## src/rtl/dbs_pkg.sv

```systemverilog
package dbs_pkg;
   typedef enum logic [2:0] {
      SEL_PERIPH = 3'd0,
      SEL_BUF_A  = 3'd1,
      SEL_BUF_B  = 3'd2,
      SEL_COUNT  = 3'd3,
      SEL_TGT    = 3'd4
   } reg_sel_e;

   typedef enum logic [1:0] {
      DIR_P2M = 2'b00,
      DIR_M2P = 2'b01,
      DIR_M2M = 2'b10,
      DIR_RSV = 2'b11
   } dir_e;

   function automatic logic cfg_illegal(input logic [1:0] d, input logic dbuf, input logic circ);
      return (d == DIR_RSV) || ((d == DIR_M2M) && (dbuf || circ));
   endfunction
endpackage

```

## src/rtl/dbs_ctrl.sv

```systemverilog
module dbs_ctrl
   import dbs_pkg::*;
(
   input  logic       clk,
   input  logic       rst_n,
   input  logic       en_req,
   input  logic [1:0] dir,
   input  logic       dbuf_mode,
   input  logic       circ_mode,
   input  logic       blk_end,
   input  logic       tgt_wr,
   input  logic       tgt_val,
   output logic       active,
   output logic       cfg_err,
   output logic       cur_tgt,
   output logic       start,
   output logic [1:0] run_dir,
   output logic       run_dbuf,
   output logic       run_circ
);
   logic en_q;
   logic rise;
   logic bad;

   assign rise  = en_req && !en_q;
   assign bad   = cfg_illegal(dir, dbuf_mode, circ_mode);
   assign start = rise && !active && !bad;

   always_ff @(posedge clk or negedge rst_n) begin
      if (!rst_n) begin
         en_q     <= 1'b0;
         active   <= 1'b0;
         cfg_err  <= 1'b0;
         cur_tgt  <= 1'b0;
         run_dir  <= DIR_P2M;
         run_dbuf <= 1'b0;
         run_circ <= 1'b0;
      end else begin
         en_q <= en_req;
         if (rise && !active)
            cfg_err <= bad;
         if (start) begin
            active   <= 1'b1;
            run_dir  <= dir;
            run_dbuf <= dbuf_mode;
            run_circ <= circ_mode | dbuf_mode;   // double buffering implies circular
         end else if (!en_req || (blk_end && !run_circ)) begin
            active <= 1'b0;
         end
         if (!active && tgt_wr)
            cur_tgt <= tgt_val;
         else if (blk_end && run_dbuf)
            cur_tgt <= ~cur_tgt;
      end
   end
endmodule

```

## src/rtl/dbs_addr_bank.sv

```systemverilog
module dbs_addr_bank
   import dbs_pkg::*;
#(
   parameter int ADDR_W = 32
) (
   input  logic              clk,
   input  logic              rst_n,
   input  logic              wr_en,
   input  logic [2:0]        wr_sel,
   input  logic [ADDR_W-1:0] wr_data,
   input  logic              active,
   input  logic              run_dbuf,
   input  logic              cur_tgt,
   output logic [ADDR_W-1:0] periph,
   output logic [ADDR_W-1:0] buf_a,
   output logic [ADDR_W-1:0] buf_b
);
   localparam int NBUF = 2;
   logic [ADDR_W-1:0] bufs [NBUF];

   always_ff @(posedge clk or negedge rst_n) begin
      if (!rst_n)
         periph <= '0;
      else if (wr_en && (wr_sel == SEL_PERIPH) && !active)
         periph <= wr_data;
   end

   for (genvar b = 0; b < NBUF; b++) begin : g_buf
      logic sel_hit;
      logic idle_ok;
      assign sel_hit = wr_en && (wr_sel == 3'(int'(SEL_BUF_A) + b));
      // running double-buffer stream: only the idle buffer may change
      assign idle_ok = !active || (run_dbuf && (cur_tgt != 1'(b)));
      always_ff @(posedge clk or negedge rst_n) begin
         if (!rst_n)
            bufs[b] <= '0;
         else if (sel_hit && idle_ok)
            bufs[b] <= wr_data;
      end
   end

   assign buf_a = bufs[0];
   assign buf_b = bufs[1];
endmodule

```

## src/rtl/dbs_counter.sv

```systemverilog
module dbs_counter
   import dbs_pkg::*;
#(
   parameter int CNT_W = 16
) (
   input  logic             clk,
   input  logic             rst_n,
   input  logic             wr_en,
   input  logic [2:0]       wr_sel,
   input  logic [CNT_W-1:0] wr_data,
   input  logic             active,
   input  logic             start,
   input  logic             xfer_done,
   input  logic             run_circ,
   output logic [CNT_W-1:0] items_left,
   output logic             blk_end
);
   localparam logic [CNT_W-1:0] ONE = CNT_W'(1);
   logic [CNT_W-1:0] reload;

   assign blk_end = active && xfer_done && (items_left == ONE);

   always_ff @(posedge clk or negedge rst_n) begin
      if (!rst_n) begin
         reload     <= '0;
         items_left <= '0;
      end else if (start) begin
         items_left <= reload;
      end else if (!active) begin
         if (wr_en && (wr_sel == SEL_COUNT)) begin
            reload     <= wr_data;
            items_left <= wr_data;
         end
      end else if (xfer_done && (items_left != '0)) begin
         if (items_left == ONE)
            items_left <= run_circ ? reload : '0;
         else
            items_left <= items_left - ONE;
      end
   end
endmodule

```

## src/rtl/dbs_route.sv

```systemverilog
module dbs_route
   import dbs_pkg::*;
#(
   parameter int ADDR_W  = 32,
   parameter bit REG_OUT = 1'b0
) (
   input  logic              clk,
   input  logic              rst_n,
   input  logic [1:0]        dir,
   input  logic              cur_tgt,
   input  logic [ADDR_W-1:0] periph,
   input  logic [ADDR_W-1:0] buf_a,
   input  logic [ADDR_W-1:0] buf_b,
   output logic [ADDR_W-1:0] src_addr,
   output logic [ADDR_W-1:0] dst_addr
);
   logic [ADDR_W-1:0] mem_sel, src_c, dst_c;

   assign mem_sel = cur_tgt ? buf_b : buf_a;

   always_comb begin
      unique case (dir)
         DIR_P2M: begin src_c = periph;  dst_c = mem_sel; end
         DIR_M2P: begin src_c = mem_sel; dst_c = periph;  end
         DIR_M2M: begin src_c = periph;  dst_c = mem_sel; end
         default: begin src_c = '0;      dst_c = '0;      end
      endcase
   end

   if (REG_OUT) begin : g_reg
      always_ff @(posedge clk or negedge rst_n) begin
         if (!rst_n) begin
            src_addr <= '0;
            dst_addr <= '0;
         end else begin
            src_addr <= src_c;
            dst_addr <= dst_c;
         end
      end
   end else begin : g_comb
      assign src_addr = src_c;
      assign dst_addr = dst_c;
   end
endmodule

```

## src/rtl/dbuf_addr_seq.sv

```systemverilog
module dbuf_addr_seq
   import dbs_pkg::*;
#(
   parameter int ADDR_W  = 32,
   parameter int CNT_W   = 16,
   parameter bit REG_OUT = 1'b0
) (
   input  logic              clk,
   input  logic              rst_n,
   input  logic              wr_en,
   input  logic [2:0]        wr_sel,
   input  logic [ADDR_W-1:0] wr_data,
   input  logic              en_req,
   input  logic [1:0]        dir,
   input  logic              dbuf_mode,
   input  logic              circ_mode,
   input  logic              xfer_done,
   output logic              active,
   output logic              cfg_err,
   output logic              cur_tgt,
   output logic              blk_end,
   output logic [CNT_W-1:0]  items_left,
   output logic [ADDR_W-1:0] src_addr,
   output logic [ADDR_W-1:0] dst_addr
);
   if (ADDR_W < 8 || ADDR_W > 64) begin : g_bad_addr_w
      $error("dbuf_addr_seq: ADDR_W must lie in 8..64");
   end
   if (CNT_W < 1 || CNT_W > ADDR_W) begin : g_bad_cnt_w
      $error("dbuf_addr_seq: CNT_W must lie in 1..ADDR_W");
   end

   logic              start, run_dbuf, run_circ, tgt_wr;
   logic [1:0]        run_dir, route_dir;
   logic [ADDR_W-1:0] periph, buf_a, buf_b;

   assign tgt_wr    = wr_en && (wr_sel == SEL_TGT);
   assign route_dir = active ? run_dir : dir;

   dbs_ctrl u_ctrl (
      .clk(clk), .rst_n(rst_n), .en_req(en_req), .dir(dir),
      .dbuf_mode(dbuf_mode), .circ_mode(circ_mode), .blk_end(blk_end),
      .tgt_wr(tgt_wr), .tgt_val(wr_data[0]), .active(active),
      .cfg_err(cfg_err), .cur_tgt(cur_tgt), .start(start),
      .run_dir(run_dir), .run_dbuf(run_dbuf), .run_circ(run_circ)
   );

   dbs_addr_bank #(.ADDR_W(ADDR_W)) u_bank (
      .clk(clk), .rst_n(rst_n), .wr_en(wr_en), .wr_sel(wr_sel),
      .wr_data(wr_data), .active(active), .run_dbuf(run_dbuf),
      .cur_tgt(cur_tgt), .periph(periph), .buf_a(buf_a), .buf_b(buf_b)
   );

   dbs_counter #(.CNT_W(CNT_W)) u_cnt (
      .clk(clk), .rst_n(rst_n), .wr_en(wr_en), .wr_sel(wr_sel),
      .wr_data(wr_data[CNT_W-1:0]), .active(active), .start(start),
      .xfer_done(xfer_done), .run_circ(run_circ),
      .items_left(items_left), .blk_end(blk_end)
   );

   dbs_route #(.ADDR_W(ADDR_W), .REG_OUT(REG_OUT)) u_route (
      .clk(clk), .rst_n(rst_n), .dir(route_dir), .cur_tgt(cur_tgt),
      .periph(periph), .buf_a(buf_a), .buf_b(buf_b),
      .src_addr(src_addr), .dst_addr(dst_addr)
   );
endmodule

```

## config.mk

```make
export PLATFORM = sky130hd
export DESIGN_NAME = dbuf_addr_seq
export DESIGN_NICKNAME = d
export VERILOG_FILES = /design/src/rtl/dbs_pkg.sv /design/src/rtl/dbs_ctrl.sv /design/src/rtl/dbs_addr_bank.sv /design/src/rtl/dbs_counter.sv /design/src/rtl/dbs_route.sv /design/src/rtl/dbuf_addr_seq.sv
export SDC_FILE = /design/constraint.sdc
export NUM_CORES = 1
export LEC_CHECK = 0
export ABC_AREA = 1
export BUFFER_PORTS_ARGS = -buffer_cell sky130_fd_sc_hd__buf_2
export CAP_MARGIN = 10
export CORE_UTILIZATION = 51
export CTS_CLUSTER_DIAMETER = 120
export DETAILED_ROUTE_END_ITERATION = 12
export PLACE_DENSITY = 0.77
export SYNTH_ARGS = -nofsm -noshare
export SYNTH_HDL_FRONTEND = slang
export SYNTH_SLANG_ARGS = --single-unit
export TNS_END_PERCENT = 5
```

## constraint.sdc

```tcl
create_clock -name clk -period 1.5 [get_ports clk]
set_input_delay 0.075 -clock clk [delete_from_list [all_inputs] [get_ports clk]]
set_output_delay 0.075 -clock clk [all_outputs]
set_load 0.005 [all_outputs]
```

Word level (Yosys, flattened, before mapping) --
Index checks and enable logic that the tools add are counted.
Storage, ports and cells: flip-flop bits (word level) 136, output and inout bits 84, word-level logic and storage cells 80
Operators by class: add/sub/neg operators 1, equality and inequality tests 10, multiplexer cells 14, bitwise operators 4, reductions and logical operators 39
Operators with widths (count):
- 32-bit case mux with 2 select lines | 2
- 16-bit two-way mux | 6
- 32-bit two-way mux | 1
- 1-bit logical AND | 20
- 16-bit by 1-bit == test with 1-bit output, second input constant | 1
- 16-bit nonzero test | 1
- 16-bit by 1-bit subtractor with 16-bit output, second input constant | 1
- 2-bit == test, second input constant | 3
- 3-bit by 2-bit == test with 1-bit output, second input constant | 2
- 1-bit zero test | 5
- 1-bit logical OR | 5
- 1-bit two-way mux | 4
- 2-bit nonzero test | 2
- 3-bit by 1-bit == test with 1-bit output, second input constant | 1
- 3-bit == test, second input constant | 1
- 3-bit zero test | 1
- 3-bit by 2-bit != test with 1-bit output, second input constant | 1
- 1-bit NOT | 3
- 3-bit AND reduction | 1
- 3-bit nonzero test | 1
- 2-bit by 1-bit == test with 1-bit output, second input constant | 1
- 2-bit zero test | 1
- 2-bit two-way mux | 1
- 2-bit AND reduction | 1
- other kinds (2) | 2

Depth between registers and ports, before layout --
word-level depth 7, depth in mapped cells 12, mapped depth without buffers 11

Cells and area by module --
A second synthesis with hierarchy kept.
Unflattened totals: cells, all modules 1138, area, all modules 7947.6 um^2
Modules (own cells, without submodules):
- dbs_addr_bank | times used 1, cells each 433, area each 3891.2 um^2, sequential area each 2402.3 um^2
- dbs_counter | times used 1, cells each 335, area each 2321.0 um^2, sequential area each 800.8 um^2
- dbs_route | times used 1, cells each 311, area each 1315.0 um^2, sequential area each 0.0 um^2
- dbs_ctrl | times used 1, cells each 47, area each 375.4 um^2, sequential area each 200.2 um^2
- dbuf_addr_seq | times used 1, cells each 12, area each 45.0 um^2, sequential area each 0.0 um^2

Least setup slack after synthesis --
OpenSTA, ideal clock, no wires.
path type reg2reg, start point register u_cnt.items_left[0], end point register u_cnt.items_left[8], arrival 1491 ps, slack -111 ps, cell stages (with the launch flop) 13, path buffers 1, clock period less this slack 1611 ps, cells stage by stage dfrtp_1 -> inv_1 -> ha_1 -> nand2_1 -> nor2_4 -> nand2_1 -> nand2_1 -> nand2_2 -> nand2_4 -> buf_6 -> inv_2 -> nor2_2 -> a21oi_2
Between the ends: cells in the longest elaborated chain, start to end 5
RTL lines:
- start: declaration | line dbs_counter.sv:15 | output logic [CNT_W-1:0] items_left,
- start signal: assignment | line dbs_counter.sv:28 | items_left <= reload;
- start signal: assignment | line dbs_counter.sv:32 | items_left <= wr_data;
- start signal: assignment | line dbs_counter.sv:36 | items_left <= run_circ ? reload : '0;
- 16-bit by 1-bit subtractor with 16-bit output or 16-bit by 1-bit == test with 1-bit output (tied branches) | line dbs_counter.sv:38, dbs_counter.sv:35
- 16-bit two-way mux | line dbs_counter.sv:35 | if (items_left == ONE)
- 16-bit two-way mux | line dbs_counter.sv:34 | end else if (xfer_done && (items_left != '0)) begin
- 16-bit two-way mux | line dbs_counter.sv:29 | end else if (!active) begin
- 16-bit two-way mux | line dbs_counter.sv:27 | end else if (start) begin
Parallel ways exist; a longest one is shown, timed or not. The select of a mux whose other input is x is not followed. A chain may end at the register's enable or synchronous reset.

Worst setup path in the final report --
start point register u_ctrl.active, end point output src_addr[17]
Between the ends: cells in the longest elaborated chain, start to end 4
RTL lines:
- start: declaration | line dbs_ctrl.sv:13 | output logic active,
- start signal: assignment | line dbs_ctrl.sv:32 | active <= 1'b0;
- start signal: assignment | line dbs_ctrl.sv:43 | active <= 1'b1;
- start signal: assignment | line dbs_ctrl.sv:48 | active <= 1'b0;
- 2-bit two-way mux (*) | line dbuf_addr_seq.sv:38 | assign route_dir = active ? run_dir : dir;
- 2-bit == test or 2-bit zero test (tied branches) | line dbs_route.sv:22 | unique case (dir)
- 2-bit OR reduction (no source line)
- 32-bit case mux with 2 select lines (*) | line dbs_route.sv:22
- end: declaration | line dbuf_addr_seq.sv:23 | output logic [ADDR_W-1:0] src_addr,
Every way passes the cells marked *; elsewhere a longest branch is shown, timed or not.

==> run_results.csv <==
group,metric,value,unit
power,finalPower,15.5,mW
timing,finClkSkew,0.0118,ns
place,place.gp.congestion,0.833,
place,place_area,0.00822,sq mm
place,place_ws,-0.123,ns
global_routing,grt_max_degree,66,
setup_path,start_kind,"register",
timing,fin_ws,-0.437,ns
detailed_routing,final_antenna_net_count,0,
setup_path,crit_path_end,"src_addr[17]",
power,peakVddDrop,0.790,mV
synth,seq_area_frac_synth,0.487,
status,status,"finished with violations",
setup_path,cp.depth,7,
final_layout,fillers,894,
synth,synthCells,849,
setup_path,setup.worst_path.start,"u_ctrl.active",
setup_path,arrival,1.86,ns
final_layout,stdcell_count,1237,
global_routing,grt_pass1_wl,34200,microns
floorplan,rows,42,
setup_path,critPathCaptureType,"output port",
final_layout,final_util,0.750,
final_layout,regArea,0.00340,sq mm
synth,syn_area,0.00699,sq mm
synth,yosysTopAreaCellShare,0.487,
setup_path,critPathTopFamily,"buffers and inverters",
clock_tree,htree_levels,4,
place,io_buffers,127,
detailed_routing,drt-vias-per-instance,5.63,
hold_path,hold_path_class,"input pin to register",
final_layout,multiInputGateArea,0.00355,sq mm
setup_path,reg2reg_depth,10,
final_layout,syn2layout_area_growth,42.6,%
final_layout,post_route_cells_drive_above_1_share,0.344,
place,post-place-cells,1165,
global_routing,grt_pass1_vias,6913,
floorplan,start_util,0.526,
synth,yosysWarnings,0,
setup_path,critPathKind,"register to output port",
global_routing,grt-ovfl-total,0,
timing,hold_viol_final,0,
timing,setup_viol,125,
timing,final-max-slew-violation-count,0,
clock_tree,cts_made_buffers,17,
final_layout,diodes,0,
global_routing,track_usage,0.307,
timing,max_clock_freq,0.516,GHz
setup_path,r2r_start,"u_cnt.items_left[13]",
detailed_routing,dr.first_iter.drc_count,590,
synth,yosys_register_bits,136,
floorplan,core_area,0.0133,sq mm
setup_path,critPathSlowestCell,"dfrtp_1",
clock_tree,numClockSinks,136,
clock_tree,insertion_delay,0.41,ns
final_layout,nets,1094,
setup_path,worstPathBufferInverterCount,4,
clock_tree,clockBufferDepth,2,
setup_path,cp.required,1.42,ns
detailed_routing,drt_first_pass_iters,5,
setup_path,worst-path-max-fanout,11,
timing,worst_pin_slew,0.620,ns
timing,fin_crit_sh,1.29,
synth,syn_nets,895,
timing,grt_setup_unrepaired,"true",
timing,period_needed,1.94,ns
floorplan,pin_count,128,
detailed_routing,vias,6963,
synth,synth_cell_types,33,
clock_tree,clock-root-buffer,"clkbuf_16",
setup_path,r2r_setup_slack,-0.14,ns
setup_path,path_cells,"buf_6 > o21ai_4 > o211ai_4 > buf_12 > buf_16 > o22ai_2 > buf_2",
place,dpl.hpwl,12300,microns
global_routing,antenna_found_initial,0,
synth,synth_top_area_cell,"dfrtp_1",
detailed_routing,drc,0,
status,violations,"setup timing",
timing,whs,0.0227,ns
floorplan,die_w,119,microns
setup_path,rr_endpoint,"u_cnt.items_left[11]",
synth,synth_area_leaders,"dfrtp_1, nand2_1, o21ai_0, o22ai_1, inv_1",
detailed_routing,post_drt_wl_per_cell,17.5,microns
detailed_routing,detail_route.wirelength,21600,microns
floorplan,dieArea,0.0142,sq mm
flow_run,maxCapViolCount,0,
setup_path,cpPeakStageDelay,0.39,ns
clock_tree,path_clk_slew,0.06,ns
power,power.density,1550,mW/mm^2
timing,timing.setup.tns,-27.75,ns
synth,avgSynthCellArea,8.24,sq um
clock_tree,cts_tree,"done",
timing,relSlewSlack,0.587,
floorplan,die_h,119,microns
power,leakage,4.99,nW
final_layout,design_area,0.00997,sq mm
==> power by group <==
group | total [mW] | switching (mW) | internal [mW] | leakage [nW]
clock network | 4.63 | 1.59 | 3.04 | 0.306
logic | 5.65 | 3.07 | 2.58 | 2.99
registers | 5.19 | 0.616 | 4.58 | 1.70
total | 15.5 | 5.27 | 10.2 | 4.99
==> worst min-delay path: cells and delay by family <==
kind | cells | cell delay (ns)
AO/OA/AOI/OAI | 1 | 0.16
buffers and inverters | 2 | 0.17
==> kinds of logic after synthesis <==
| kind of cell | share of synthesized area |
|---|---|
| and+or+nand+nor | 0.198 |
| adders and majority gates | 0.00358 |
| muxes | 0.0458 |
| DFF | 0.487 |
| buffers and inverters | 0.0868 |
| AOI/OAI and AO/OA | 0.178 |
| xor gates and xnor gates | 0.00125 |
==> per-layer routing <==
| metal | up-vias | track usage | part of all wire |
|---|---|---|---|
| met5 | - | 0 | 0 |
| met2 | 303 | 0.509 | 0.48 |
| met4 | 0 | 0.117 | 0.028 |
| met1 | 3368 | 0.397 | 0.43 |
| li1 | 3231 | - | - |
| met3 | 61 | 0.0589 | 0.062 |
==> how the worst min path moves through the flow <==
| stage | start | to | slack (ns) | cells past startpoint |
|---|---|---|---|---|
| after CTS | wr_data[11] | u_bank.periph[11] | 0.0001 | 3 |
| final | wr_data[11] | u_bank.periph[11] | 0.02 | 3 |
| after detailed placement | rst_n | u_bank.periph[18] | 0.11 | 1 |
| after global routing | wr_data[11] | u_bank.buf_a[11] | 0.04 | 3 |
| after floorplan | rst_n | u_bank.buf_a[0] | -0.22 | 0 |
| after global placement | rst_n | u_bank.periph[18] | 0.11 | 1 |
==> sequential cells by signal (all words and copies together), names as in the netlist <==
name and flops:
u_bank.buf_a 32, u_bank.buf_b 32, u_bank.periph 32, u_cnt.items_left 16, u_cnt.reload 16, u_ctrl.active 1
u_ctrl.cfg_err 1, u_ctrl.cur_tgt 1, u_ctrl.en_q 1, u_ctrl.run_circ 1, u_ctrl.run_dbuf 1, u_ctrl.run_dir 2
==> synth_stat cells <==
library cell  count
nand2_1         207
dfrtp_1         136
o21ai_0         123
inv_1            90
o22ai_1          77
nor2_1           46
mux2i_1          32
nand3_1          30
buf_2            26
clkbuf_1         13
a21oi_1           9
nor2_4            7
nor2_2            6
nand4_1           5
buf_4             4
buf_6             4
nand2_2           4
o21bai_1          4
a21oi_2           3
inv_2             3
nand2_4           3
nand3_2           3
nor3_1            3
ha_1              2
a21oi_4           1
a31oi_1           1
buf_1             1
nand3b_2          1
nor2_8            1
o211ai_2          1
o21ai_1           1
o31ai_1           1
xnor2_1           1
==> repair_timing <==
item,in CTS,in global routing
setup buffers,11,1
hold endpoints to repair,113,0
setup endpoints to repair,85,148
pin swaps,9,10
hold buffers,21,0
gates resized for setup,90,54
cloned,6,1
==> layout by cell type, fill, tap and decap left out, types with 2 or more instances in the layout <==
cell type | Yosys | layout
bufinv_16 | 0 | 5
nand2_1 | 207 | 197
o21ai_2 | 0 | 5
a21oi_1 | 9 | 8
a21oi_2 | 3 | 4
nand2_4 | 3 | 3
buf_6 | 4 | 7
inv_2 | 3 | 4
o22ai_1 | 77 | 22
nand2_8 | 0 | 2
nand4_1 | 5 | 5
mux2i_1 | 32 | 29
o21bai_1 | 4 | 4
clkbuf_16 | 0 | 18
o21ai_1 | 1 | 18
clkbuf_8 | 0 | 2
mux2i_2 | 0 | 3
buf_16 | 0 | 7
nor2_1 | 46 | 36
o21ai_0 | 123 | 100
nand2_2 | 4 | 12
dfrtp_1 | 136 | 135
buf_2 | 26 | 126
buf_12 | 0 | 12
dlygate4sd3_1 | 0 | 21
nor2_2 | 6 | 13
inv_1 | 90 | 88
clkbuf_1 | 13 | 2
nor2_4 | 7 | 10
nand3_2 | 3 | 6
nor3_1 | 3 | 3
ha_4 | 0 | 2
o22ai_4 | 0 | 2
nand3_1 | 30 | 26
o22ai_2 | 0 | 53
buf_4 | 4 | 54
clkinvlp_4 | 0 | 4
==> layout make-up <==
class,count,share of cell area
clock buffer,21,0.0462
clock inverter,11,0.0194
inverter,93,0.0358
multi-input combinational,572,0.356
sequential,136,0.341
tap,176,0.0221
timing repair buffer,228,0.179
No activity file was read; power rests on OpenSTA's default activity.
